File: src/rtl/ecp_ctrl_pkg.sv
package ecp_ctrl_pkg;

  localparam int MODE_W   = 3;
  localparam int REG_W    = 8;

  typedef struct packed {
    logic [MODE_W-1:0] mode;
    logic              fault_mask;
    logic              dma_on;
    logic              svc_flag;
  } ctl_t;

  localparam ctl_t CTL_RESET = '{mode: '0, fault_mask: 1'b1, dma_on: 1'b0, svc_flag: 1'b1};

  localparam int B_MASK = 4;
  localparam int B_DMA  = 3;
  localparam int B_SVC  = 2;
  localparam int B_FULL = 1;

endpackage

File: src/rtl/ecp_rst_sync.sv
module ecp_rst_sync #(
  parameter int STAGES = 2
) (
  input  logic clk,
  input  logic rst_n,
  output logic rst_ns
);

  logic [STAGES-1:0] chain_q;
  logic [STAGES-1:0] chain_d;

  always_comb begin
    chain_d = {chain_q[STAGES-2:0], 1'b1};
  end

  always_ff @(posedge clk or negedge rst_n) begin
    if (!rst_n) chain_q <= '0;
    else        chain_q <= chain_d;
  end

  assign rst_ns = chain_q[STAGES-1];

endmodule

File: src/rtl/ecp_fault_edge.sv
module ecp_fault_edge #(
  parameter int STAGES = 2
) (
  input  logic clk,
  input  logic rst_ns,
  input  logic fault_n_i,
  output logic fault_low_o,
  output logic fall_o
);

  logic [STAGES-1:0] sync_q;
  logic [STAGES-1:0] sync_d;
  logic              prev_q;

  generate
    if (STAGES == 1) begin : g_one
      always_comb sync_d = fault_n_i;
    end else begin : g_many
      always_comb sync_d = {sync_q[STAGES-2:0], fault_n_i};
    end
  endgenerate

  always_ff @(posedge clk or negedge rst_ns) begin
    if (!rst_ns) begin
      sync_q <= '1;
      prev_q <= 1'b1;
    end else begin
      sync_q <= sync_d;
      prev_q <= sync_q[STAGES-1];
    end
  end

  assign fault_low_o = ~sync_q[STAGES-1];
  assign fall_o      = prev_q & ~sync_q[STAGES-1];

  AST_FALL_SINGLE: assert property (@(posedge clk) disable iff (!rst_ns)
    fall_o |=> !fall_o);

endmodule

File: src/rtl/ecp_svc_sel.sv
module ecp_svc_sel #(
  parameter int FIFO_DEPTH = 16,
  parameter int LVL_W      = $clog2(FIFO_DEPTH + 1)
) (
  input  logic             dma_on_i,
  input  logic             dir_i,
  input  logic             flag_i,
  input  logic             dma_tc_i,
  input  logic [LVL_W-1:0] level_i,
  input  logic [LVL_W-1:0] wr_thr_i,
  input  logic [LVL_W-1:0] rd_thr_i,
  output logic             evt_o,
  output logic             hit_o
);

  localparam logic [LVL_W-1:0] DEPTH_V = LVL_W'(FIFO_DEPTH);

  logic [LVL_W-1:0] free_w;
  logic             space_ok;
  logic             data_ok;

  always_comb begin
    free_w   = DEPTH_V - level_i;
    space_ok = (free_w >= wr_thr_i);
    data_ok  = (level_i >= rd_thr_i);
    if (dma_on_i)   evt_o = dma_tc_i;
    else if (dir_i) evt_o = data_ok;
    else            evt_o = space_ok;
    hit_o = evt_o & ~flag_i;
  end

endmodule

File: src/rtl/ecp_ext_ctrl.sv
module ecp_ext_ctrl #(
  parameter int             FIFO_DEPTH  = 16,
  parameter int             LVL_W       = $clog2(FIFO_DEPTH + 1),
  parameter int             SYNC_STAGES = 2,
  parameter logic [2:0]     ECP_MODE    = 3'b011
) (
  input  logic             clk,
  input  logic             rst_n,
  input  logic             reg_wr,
  input  logic [7:0]       reg_wdata,
  output logic [7:0]       reg_rdata,
  input  logic             fault_n,
  input  logic [LVL_W-1:0] fifo_level,
  input  logic             fifo_empty,
  input  logic             dir,
  input  logic [LVL_W-1:0] wr_thresh,
  input  logic [LVL_W-1:0] rd_thresh,
  input  logic             dma_tc,
  output logic             dma_en,
  output logic             irq
);

  import ecp_ctrl_pkg::*;

  localparam logic [LVL_W-1:0] DEPTH_V = LVL_W'(FIFO_DEPTH);

  logic rst_ns;
  logic fault_low;
  logic fall_w;
  logic svc_evt;
  logic svc_hit;

  ctl_t ctl_q, ctl_d;
  logic ctl_en;
  logic irq_q, irq_d;
  logic edge_irq;
  logic rearm_irq;
  logic full_w;

  ecp_rst_sync #(.STAGES(2)) u_rst (
    .clk    (clk),
    .rst_n  (rst_n),
    .rst_ns (rst_ns)
  );

  ecp_fault_edge #(.STAGES(SYNC_STAGES)) u_fault (
    .clk         (clk),
    .rst_ns      (rst_ns),
    .fault_n_i   (fault_n),
    .fault_low_o (fault_low),
    .fall_o      (fall_w)
  );

  ecp_svc_sel #(.FIFO_DEPTH(FIFO_DEPTH), .LVL_W(LVL_W)) u_svc (
    .dma_on_i (ctl_q.dma_on),
    .dir_i    (dir),
    .flag_i   (ctl_q.svc_flag),
    .dma_tc_i (dma_tc),
    .level_i  (fifo_level),
    .wr_thr_i (wr_thresh),
    .rd_thr_i (rd_thresh),
    .evt_o    (svc_evt),
    .hit_o    (svc_hit)
  );

  // Next-state logic: CPU write first, hardware set of the service flag on top
  always_comb begin
    ctl_d = ctl_q;
    if (reg_wr) begin
      ctl_d.mode       = reg_wdata[7:5];
      ctl_d.fault_mask = reg_wdata[B_MASK];
      ctl_d.dma_on     = reg_wdata[B_DMA];
      ctl_d.svc_flag   = reg_wdata[B_SVC];
    end
    if (svc_hit) ctl_d.svc_flag = 1'b1;
    ctl_en = reg_wr | svc_hit;

    edge_irq  = fall_w & (ctl_q.mode == ECP_MODE) & ~ctl_q.fault_mask;
    rearm_irq = reg_wr & ctl_q.fault_mask & ~reg_wdata[B_MASK]
              & (reg_wdata[7:5] == ECP_MODE) & fault_low;
    irq_d     = svc_hit | edge_irq | rearm_irq;
  end

  always_ff @(posedge clk or negedge rst_ns) begin
    if (!rst_ns) begin
      ctl_q <= CTL_RESET;
      irq_q <= 1'b0;
    end else begin
      if (ctl_en) ctl_q <= ctl_d;
      irq_q <= irq_d;
    end
  end

  assign full_w    = (fifo_level == DEPTH_V);
  assign reg_rdata = {ctl_q.mode, ctl_q.fault_mask, ctl_q.dma_on, ctl_q.svc_flag, full_w, fifo_empty};
  assign dma_en    = ctl_q.dma_on & ~ctl_q.svc_flag;
  assign irq       = irq_q;

  AST_WRITE_LOADS: assert property (@(posedge clk) disable iff (!rst_ns)
    (reg_wr && !svc_hit) |=> (reg_rdata[7:2] == $past(reg_wdata[7:2])));

  AST_FULL_READS: assert property (@(posedge clk) disable iff (!rst_ns)
    (fifo_level == DEPTH_V) |-> reg_rdata[B_FULL]);

  AST_MASK_QUIET: assert property (@(posedge clk) disable iff (!rst_ns)
    (reg_rdata[B_MASK] && !reg_wr && !svc_hit) |=> !irq);

  AST_DMA_GATED: assert property (@(posedge clk) disable iff (!rst_ns)
    reg_rdata[B_SVC] |-> !dma_en);

  AST_SVC_SETS: assert property (@(posedge clk) disable iff (!rst_ns)
    svc_hit |=> (irq && reg_rdata[B_SVC]));

  AST_FLAG_QUIET: assert property (@(posedge clk) disable iff (!rst_ns)
    (reg_rdata[B_SVC] && !fall_w && !reg_wr) |=> !irq);

endmodule

File: config.mk
export PLATFORM = sky130hd
export DESIGN_NAME = ecp_ext_ctrl
export DESIGN_NICKNAME = d
export VERILOG_FILES = /design/src/rtl/ecp_ctrl_pkg.sv /design/src/rtl/ecp_rst_sync.sv /design/src/rtl/ecp_fault_edge.sv /design/src/rtl/ecp_svc_sel.sv /design/src/rtl/ecp_ext_ctrl.sv
export SDC_FILE = /design/constraint.sdc
export NUM_CORES = 1
export LEC_CHECK = 0
export ABC_AREA = 1
export BUFFER_PORTS_ARGS = -buffer_cell sky130_fd_sc_hd__buf_2
export CAP_MARGIN = 25
export CELL_PAD_IN_SITES_DETAIL_PLACEMENT = 1
export CELL_PAD_IN_SITES_GLOBAL_PLACEMENT = 2
export CORE_MARGIN = 4
export CORE_UTILIZATION = 25
export CTS_CLUSTER_SIZE = 14
export DETAILED_ROUTE_END_ITERATION = 8
export HOLD_SLACK_MARGIN = 0.08
export PLACE_DENSITY = 0.85
export SYNTH_ARGS = -nofsm -noshare
export SYNTH_HDL_FRONTEND = slang
export SYNTH_SLANG_ARGS = --single-unit
File: constraint.sdc
create_clock -name clk -period 2.3 [get_ports clk]
set_clock_uncertainty 0.15 [all_clocks]
set_input_delay 0.23 -clock clk [delete_from_list [all_inputs] [get_ports clk]]
set_output_delay 0.23 -clock clk [all_outputs]
set_load 0.05 [all_outputs]
==> results_dict.tcl <==
set metrics [dict create \
    hold_ws_ns 0.118 \
    syn_avg_cell_area_sq_um 8.15 \
    cp.required_ns 2.32 \
    cts-buffers-inserted 3 \
    routedWlPerCell_um 10.9 \
    clkPwrFrac_pct 27.2 \
    clk_transition_reported_paths_ns 0.07 \
    synth.distinct_cells 20 \
    synth_common_cells "nand2_1, inv_1, ha_1" \
    place_congestion 0.702 \
    num_vias 749 \
    crit_fanout 3 \
    p_int_mw 0.403 \
    maxSlewViolCount 0 \
    drt-pass1-iter-count 4 \
    antenna_cells 0 \
    synth-main-ff-cell "dfrtp_1" \
    crit_start "fifo_level[0]" \
    switching_power_mw 0.207 \
    cts.sinks 12 \
    avgViaCountPerCell 4.01 \
    endpoint_kind "register" \
    fin_crit_ns 1.86 \
    ant_nets 0 \
    syn_to_final_growth_pct 38.7 \
    synth-seq-cells 12 \
    swShare_pct 34.0 \
    drv_cap 0 \
    drt_wl_total_um 2050 \
    fp.dieW_um 65.1 \
    cts_buffer_depth 2 \
    cts_tree "yes" \
    status "finished, final reports clean" \
    clk_latency_ns 0.28 \
    drcViolationCount 0 \
    yosysTopAreaCell "dfrtp_1" \
    synth_most_common_cell "nand2_1" \
    netlist_top_cells_area "dfrtp_1, ha_1, dfstp_2" \
    fin_crit_sh_pct 81.0 \
    placedCellCount 174 \
    design.die.area_sq_mm 0.00424 \
    top_layer "met4" \
    grt-ovfl-total 0 \
    hold_viol_final 0 \
    max_freq_ghz 0.537 \
    synth_top_area_share_pct 21.5 \
    port_buffers 35 \
    post-place-ws_ns 0.123 \
    track_usage_pct 10.9 \
    crit_arrival_ns 1.88 \
    row_count 20 \
    synth_seq_area_share_pct 37.6 \
    yosys_warnings 0 \
    wl_met3_um 75 \
    rsz0062_at_grt "no" \
    regToRegStartpoint "u_rst.chain_q[1]$_DFF_PN0_" \
    core_area_sq_mm 0.00308 \
    synthArstFlopShare_pct 100 \
    hold_class "primary input to register" \
    grt_antenna_before_repair 0 \
    cts_setup_buffers 0 \
    start_util_pct 26.5 \
    drt-initial-drc-count 11 \
    netlist_area_sq_um 815 \
    io_pins 40 \
    peakVddDrop_mv 0.262 \
    pwr-share-comb_pct 32.3 \
    grt_max_degree 9 \
    critPathLaunchType "primary input" \
    syn_inst 100 \
    synth-edff-count 0 \
    worstHoldStart "reg_wr" \
    final_cells 187 \
    total_leakage_power_nw 0.658 \
    p_seq_share_pct 40.5 \
    p_per_area_mw_per_mm2 540 \
    layout.nets 186 \
    setup-violations-final 0 \
    met1_length_um 872 \
    cts-root-buf "clkbuf_4" \
    wl_met2_um 1070 \
    tns_ns 0 \
    die_height_um 65.1 \
    htree_levels 1 \
    setup_slack_ns 0.438 \
    grt_pass1_wl_um 3550 \
    drive_gt1_share_pct 32.2 \
    synth_fp_nets 142 \
    grt_pass1_vias 811 \
    hpwlAfterDp_um 1650 \
    critPathKind "primary input to register" \
]
[worst max-delay path, cell delays in order]
cell and delay (ns):
buf_2 0.10, inv_1 0.10, ha_1 0.20, nor3b_1 0.22, ha_1 0.27, ha_1 0.29, a21oi_1 0.14, nand3_1 0.09
nand2_1 0.07, nand2_1 0.05, nand2_1 0.07, nand2_1 0.05
[path summary, 6_finish.rpt]
kind | endpoint | slack, ns | cells past startpoint
worst max register to register | reg_rdata[3]$_DFFE_PN0P_ | 1.09 | 1
worst min register to register | reg_rdata[4]$_DFFE_PN1P_ | 0.18 | 0
min in group asynchronous | u_rst.chain_q[0]$_DFF_PN0_ | 0.13 | 2
max in group asynchronous | reg_rdata[3]$_DFFE_PN0P_ | 1.09 | 1
worst max-delay path | irq$_DFF_PN0_ | 0.44 | 12
worst min-delay path | reg_rdata[4]$_DFFE_PN1P_ | 0.12 | 3
[cells by family after synthesis]
| kind of cell | share of synthesized area, % |
|---|---|
| other cells | 0.460 |
| mux | 1.23 |
| xor+xnor | 2.15 |
| simple gates | 19.8 |
| flops | 37.6 |
| fa+ha+maj | 18.4 |
| compound gates | 5.22 |
| buf+inv | 15.1 |
[flip-flops by register name (all words and copies together), names as in the netlist]
register and count:
reg_rdata 6, u_fault.sync_q 2, u_rst.chain_q 2, irq 1, u_fault.prev_q 1
[power by group through the flow]
stage / clock, mW / combinational (mW) / sequential, mW
after detailed placement: 0 / 0.186 / 0.252
after global routing: 0.189 / 0.225 / 0.251
final: 0.166 / 0.197 / 0.247
after floorplan: 0 / 0.106 / 0.282
after global placement: 0 / 0.179 / 0.252
after CTS: 0.178 / 0.200 / 0.247
[area by class of cell]
class                   instances  area [sq um]
clock buffers                   4          36.3
fillers                       386          1950
inverters                      21          81.3
multi-input cells              62           385
flip-flops and latches         12           307
well taps                      44          55.1
repair buffers                 44           265
[repair_timing]
action	in CTS	in global routing
hold buffers	9	0
hold endpoints to repair	14	0
gates resized for setup	0	0
[cells in the final DEF, fill, tap and decap left out]
master,netlist,layout
a21o_1,1,1
a21oi_1,4,4
buf_2,0,35
clkbuf_4,0,3
clkbuf_8,0,1
conb_1,1,1
dfrtp_1,7,7
dfstp_2,5,5
dlygate4sd3_1,0,9
ha_1,12,12
inv_1,20,20
inv_4,1,1
mux2i_1,1,1
nand2_1,24,24
nand3_1,3,3
nand4_1,1,1
nor2_1,7,7
nor2_4,1,1
nor3_1,1,1
nor3b_1,1,1
o21ai_0,3,3
xnor2_1,2,2
[routing by layer]
layer  vias to the layer above  GRT usage, %
met5                         -             0
met4                         0          3.11
met3                         5          2.77
met2                        19          19.5
met1                       338          12.8
li1                        387             -
[stage by stage]
stage | power, mW | utilization [%] | instance area, sq um
global placement | 0.430 | 32.6 | 1000
global route | 0.664 | 36.7 | 1130
CTS | 0.626 | 36.7 | 1130
detailed placement | 0.438 | 32.6 | 1000
floorplan | 0.389 | - | 815
finish | 0.610 | 36.7 | 1130
No activity file was read; power rests on OpenSTA's default activity.
